--- src/rtl/pred_port_sel_pkg.sv ---
package pred_port_sel_pkg;

  // One counter adjustment request from a single source.
  typedef struct packed {
    logic up;
    logic dn;
  } hist_step_t;

  // Net change from a routing step and a forward step, range -2..+2.
  function automatic logic signed [2:0] net_change(hist_step_t r, hist_step_t f);
    logic signed [2:0] acc;
    acc = 3'sd0;
    if (r.up) acc = acc + 3'sd1;
    if (r.dn) acc = acc - 3'sd1;
    if (f.up) acc = acc + 3'sd1;
    if (f.dn) acc = acc - 3'sd1;
    return acc;
  endfunction

endpackage

--- src/rtl/pred_port_sel_choose.sv ---
module pred_port_sel_choose
  import pred_port_sel_pkg::*;
#(
  parameter int NUM_PORTS = 5,
  parameter int CNT_W     = 4,
  parameter int PORT_W    = 3
) (
  input  logic                              req_valid,
  input  logic                              req_pair,
  input  logic [PORT_W-1:0]                 req_dir_a,
  input  logic [PORT_W-1:0]                 req_dir_b,
  input  logic [NUM_PORTS-1:0]              port_free,
  input  logic [NUM_PORTS-1:0][CNT_W-1:0]   hist,
  output hist_step_t [NUM_PORTS-1:0]        route_step,
  output logic                              granted,
  output logic [PORT_W-1:0]                 grant_idx
);

  logic              two_way;
  logic [PORT_W-1:0] first_idx;
  logic [PORT_W-1:0] second_idx;
  logic              first_ok;
  logic              second_ok;

  // Candidate ordering from the blocking history.
  always_comb begin
    two_way    = req_pair && (req_dir_a != req_dir_b);
    first_idx  = req_dir_a;
    second_idx = req_dir_b;
    if (two_way && !(hist[req_dir_a] < hist[req_dir_b])) begin
      first_idx  = req_dir_b;
      second_idx = req_dir_a;
    end
    first_ok  = port_free[first_idx];
    second_ok = two_way && port_free[second_idx];
  end

  // Attempt sequence and the counter steps it produces.
  always_comb begin
    for (int p = 0; p < NUM_PORTS; p++) begin
      route_step[p] = '0;
    end
    granted   = 1'b0;
    grant_idx = '0;
    if (req_valid) begin
      if (first_ok) begin
        route_step[first_idx].dn = 1'b1;
        granted   = 1'b1;
        grant_idx = first_idx;
      end else begin
        route_step[first_idx].up = 1'b1;
        if (two_way) begin
          if (second_ok) begin
            route_step[second_idx].dn = 1'b1;
            granted   = 1'b1;
            grant_idx = second_idx;
          end else begin
            route_step[second_idx].up = 1'b1;
          end
        end
      end
    end
  end

endmodule

--- src/rtl/pred_port_sel_history.sv ---
module pred_port_sel_history
  import pred_port_sel_pkg::*;
#(
  parameter int NUM_PORTS = 5,
  parameter int CNT_W     = 4
) (
  input  logic                             clk,
  input  logic                             rst,
  input  hist_step_t [NUM_PORTS-1:0]       route_step,
  input  logic [NUM_PORTS-1:0]             fwd_active,
  input  logic [NUM_PORTS-1:0]             fwd_stall,
  output logic [NUM_PORTS-1:0][CNT_W-1:0]  hist
);

  localparam int SUM_W = CNT_W + 2;
  localparam logic signed [SUM_W-1:0] CNT_MAX = SUM_W'((1 << CNT_W) - 1);

  for (genvar p = 0; p < NUM_PORTS; p++) begin : g_port
    hist_step_t              fwd_step;
    logic signed [2:0]       delta;
    logic signed [SUM_W-1:0] sum;
    logic [CNT_W-1:0]        cnt_q;
    logic [CNT_W-1:0]        cnt_d;

    always_comb begin
      fwd_step.up = fwd_active[p] && fwd_stall[p];
      fwd_step.dn = fwd_active[p] && !fwd_stall[p];
      delta = net_change(route_step[p], fwd_step);
      sum   = $signed({2'b00, cnt_q}) + {{(SUM_W-3){delta[2]}}, delta};
      if (sum < 0)            cnt_d = '0;
      else if (sum > CNT_MAX) cnt_d = CNT_MAX[CNT_W-1:0];
      else                    cnt_d = sum[CNT_W-1:0];
    end

    always_ff @(posedge clk) begin
      if (rst) cnt_q <= '0;
      else     cnt_q <= cnt_d;
    end

    assign hist[p] = cnt_q;
  end

endmodule

--- src/rtl/pred_port_sel.sv ---
module pred_port_sel
  import pred_port_sel_pkg::*;
#(
  parameter int  NUM_PORTS = 5,
  parameter int  CNT_W     = 4,
  localparam int PORT_W    = $clog2(NUM_PORTS)
) (
  input  logic                  clk,
  input  logic                  rst,
  input  logic                  req_valid,
  output logic                  req_ready,
  input  logic                  req_pair,
  input  logic [PORT_W-1:0]     req_dir_a,
  input  logic [PORT_W-1:0]     req_dir_b,
  input  logic [NUM_PORTS-1:0]  port_free,
  output logic [PORT_W-1:0]     grant_port,
  input  logic [NUM_PORTS-1:0]  fwd_active,
  input  logic [NUM_PORTS-1:0]  fwd_stall
);

  hist_step_t [NUM_PORTS-1:0]      route_step;
  logic [NUM_PORTS-1:0][CNT_W-1:0] hist;

  pred_port_sel_choose #(
    .NUM_PORTS (NUM_PORTS),
    .CNT_W     (CNT_W),
    .PORT_W    (PORT_W)
  ) u_choose (
    .req_valid  (req_valid),
    .req_pair   (req_pair),
    .req_dir_a  (req_dir_a),
    .req_dir_b  (req_dir_b),
    .port_free  (port_free),
    .hist       (hist),
    .route_step (route_step),
    .granted    (req_ready),
    .grant_idx  (grant_port)
  );

  pred_port_sel_history #(
    .NUM_PORTS (NUM_PORTS),
    .CNT_W     (CNT_W)
  ) u_history (
    .clk        (clk),
    .rst        (rst),
    .route_step (route_step),
    .fwd_active (fwd_active),
    .fwd_stall  (fwd_stall),
    .hist       (hist)
  );

endmodule

--- config.mk ---
export PLATFORM = sky130hd
export DESIGN_NAME = pred_port_sel
export DESIGN_NICKNAME = d
export VERILOG_FILES = /design/src/rtl/pred_port_sel_pkg.sv /design/src/rtl/pred_port_sel_choose.sv /design/src/rtl/pred_port_sel_history.sv /design/src/rtl/pred_port_sel.sv
export SDC_FILE = /design/constraint.sdc
export NUM_CORES = 1
export LEC_CHECK = 0
export ABC_AREA = 1
export BUFFER_PORTS_ARGS = -buffer_cell sky130_fd_sc_hd__buf_2
export CORE_MARGIN = 3
export CORE_UTILIZATION = 25
export CTS_BUF_LIST = sky130_fd_sc_hd__clkbuf_16
export CTS_CLUSTER_SIZE = 40
export DETAILED_ROUTE_END_ITERATION = 16
export PLACE_DENSITY = 0.43
export REMOVE_ABC_BUFFERS = 1
export SLEW_MARGIN = 20
export SYNTH_ARGS = -nofsm -noshare
export SYNTH_HDL_FRONTEND = slang
export SYNTH_HIERARCHICAL = 1
export SYNTH_SLANG_ARGS = --single-unit
--- constraint.sdc ---
create_clock -name clk -period 5.3 [get_ports clk]
set_input_delay 0.53 -clock clk [delete_from_list [all_inputs] [get_ports clk]]
set_output_delay 0.53 -clock clk [all_outputs]
set_load 0.005 [all_outputs]
==> impl_metrics.yaml <==
final_layout:
  drive_gt1_share_pct: 18.21
  largest_reg_flops: 20
  layout_common_cells: "nand2_1 (135), inv_1 (112), nand3_1 (77), nor2_1 (56), ha_1 (41)"
  largestRegisters: "u_history/g_port.cnt_q x20"
  final_common_cell: "nand2_1"
  area_growth_pct: 17.40
  top_register: "u_history/g_port.cnt_q"
  nNetsFinal: 716
sta:
  setup_viol: 0
  hold_viol: 0
  clock_skew_ps: 4.954
  clock.fmax_mhz: 206.4
  worst_hold_slack_ps: 729.7
  report.final.slew_viol_count: 0
  min_period_ps: 4846
  layout_setup_ws_ps: 454.4
  worst_pin_slew_ps: 447.0
  post-route-period-util_pct: 91.43
  relSlewSlack_pct: 70.13
  grt_setup_unrepaired: "false"
setup_path:
  required_ps: 5500
  end_kind: "flip-flop"
  cpMostUsedCell: "inv_1"
  cp-start-kind: "input pin"
  crit_type: "input pin to flip-flop"
  critPathMaxStageDelay_ps: 490
  crit_slowest_cell: "fa_1"
  r2r_slack_ps: 620
  path_max_fanout: 15
  critical_path_arrival_ps: 5050
floorplanning:
  num_io_pins: 29
  core_mm2: 0.01399
  die_h_um: 126.0
  die_x_um: 126.0
  die_area_mm2: 0.01588
  rows: 43
  start_util_pct: 25.75
cts:
  htree_levels: 1
  cts_setup_buffers: 0
  cts_tree: "yes"
  numCtsBuffers: 3
  clk_latency_ps: 250
  clk_pin_slew_ps: 50
  clock_path_buffers: 2
  clockRootBuffer: "clkbuf_16"
  clock-sinks: 20
global_route:
  grtUsageTotal_pct: 12.00
  grt_max_degree: 16
  antenna_found_initial: 2
  met3_usage_pct: 1.187
  grt-ovfl-total: 0
  use_met2_pct: 20.94
  grt_pass1_vias: 3555
  grt_pass1_wl_mm: 16.33
  met1_usage_pct: 16.00
  grt.busiest_layer: "met2"
logic_synthesis:
  synth_sequential_area_ratio_pct: 11.11
  synth_area_per_cell_um2: 6.044
  ys_ff_latch: 20
  synthCells: 596
  synth_mux_area_share_pct: 0
  syn_area_mm2: 0.003602
  yosys.area_share.simple_pct: 45.12
  synth_top_family_by_area: "simple AND/OR/NAND/NOR gates"
  synth_xor_area_share_pct: 3.890
  synth-async-reset-ratio_pct: 0
  ys_warn_count: 6
  yosysTopAreaCellShare_pct: 14.94
  synth_top_area_cell: "ha_1"
  ys_types: 31
  synth_compound_area_share_pct: 5.384
  synth_fa_ha_area_share_pct: 20.49
  synth_area_leaders: "ha_1 (15%), nand2_1 (14%), inv_1 (12%)"
  synth_edf_count: 0
  synth-main-ff-cell: "dfxtp_1"
route:
  num_vias: 3683
  drc: 0
  wl_mm: 9.510
  postRouteAntennaNets: 0
  drtIter0Drc: 222
  first_pass_iters: 6
  via_per_inst: 4.502
  wl_per_cell_um: 11.63
status:
  status: "completed"
power:
  pwr_density_cell_mw_per_mm2: 411.3
  vdd_ir_drop_max_uv: 155.5
  power.leakage_nw: 2.335
worst_hold_path:
  hp-class: "input pin to flip-flop"
place:
  port_buffers: 28
  place_ws_ps: -73.47
  globalplace.congestion: 0.8749
  dp_hpwl_mm: 8.091
run:
  maxCapViolCount: 0
## through the flow
| step | cells | power, mW | instance area [µm²] | util (%) | setup TNS [ps] |
|---|---|---|---|---|---|
| final | 818 | 1.739 | 4229 | 30.23 | 0 |
| after global placement | 813 | 1.503 | 4038 | 28.86 | -177.2 |
| after CTS | 817 | 1.719 | 4143 | 29.62 | 0 |
| after floorplan | 591 | 1.200 | 3567 | - | 0 |
| after detailed placement | 813 | 1.498 | 4038 | 28.86 | -311.5 |
| after global routing | 818 | 1.968 | 4229 | 30.23 | 0 |
## critical path: cells and delay by family
family	cells	cell delay [ps]
simple gates	16	1800
compound gates	2	450
xor+xnor	1	170
fa+ha+maj	4	1400
buf+inv	8	690
## power breakdown
group          internal (mW)  leakage, nW  switching (mW)  total (mW)
clock                  0.150       0.0511          0.0575       0.207
combinational          0.480         2.12           0.744        1.22
sequential             0.224        0.165          0.0840       0.308
total                  0.854         2.34           0.886        1.74
## worst paths after layout
kind,startpoint,to,depth (start not counted)
max reg2reg,u_history/g_port[2].cnt_q[1],u_history/g_port[4].cnt_q[1],31
max,req_dir_b[0],u_history/g_port[4].cnt_q[1],31
min,rst,u_history/g_port[2].cnt_q[1],4
min reg2reg,u_history/g_port[4].cnt_q[0],u_history/g_port[4].cnt_q[0],5
## cells in the mapped netlist, types with 3 or more instances
library cell	n
nand3_1	78
ha_1	43
nor2_4	4
nor3_1	7
nor2_1	62
nand2_4	4
nand2_2	15
xnor2_1	5
nand2_1	135
nand3_2	9
inv_1	112
or2_1	3
a21oi_1	12
inv_2	12
xor2_1	11
nand4_1	12
fa_1	10
o21ai_0	20
dfxtp_1	20
nor2_2	6
## logic make-up after synthesis
kind of cell / after synthesis
xor+xnor: 16
simple gates: 340
buf+inv: 130
flops: 20
compound gates: 37
fa+ha+maj: 53
## what timing repair did
item,in CTS,in global routing
resized for setup,0,22
hold endpoints to repair,0,0
hold buffers,0,0
endpoints found under the setup margin,0,20
## per-layer routing
metal | part of all wire (%) | up-vias
met4 | 1.5 | 2
met2 | 47 | 67
met1 | 47 | 1660
met5 | 0.074 | -
li1 | - | 1941
met3 | 4.5 | 13
## final cells by class
type	instances	area, µm²
Antenna cell	1	2.502
Clock buffer	3	75.07
Clock inverter	1	30.03
Fill cell	1582	9759
Inverter	125	469.2
Multi-Input combinational cell	446	2778
Sequential cell	20	400.4
Tap cell	180	225.2
Timing Repair Buffer	42	249.0
(Power assumes the default switching activity.)
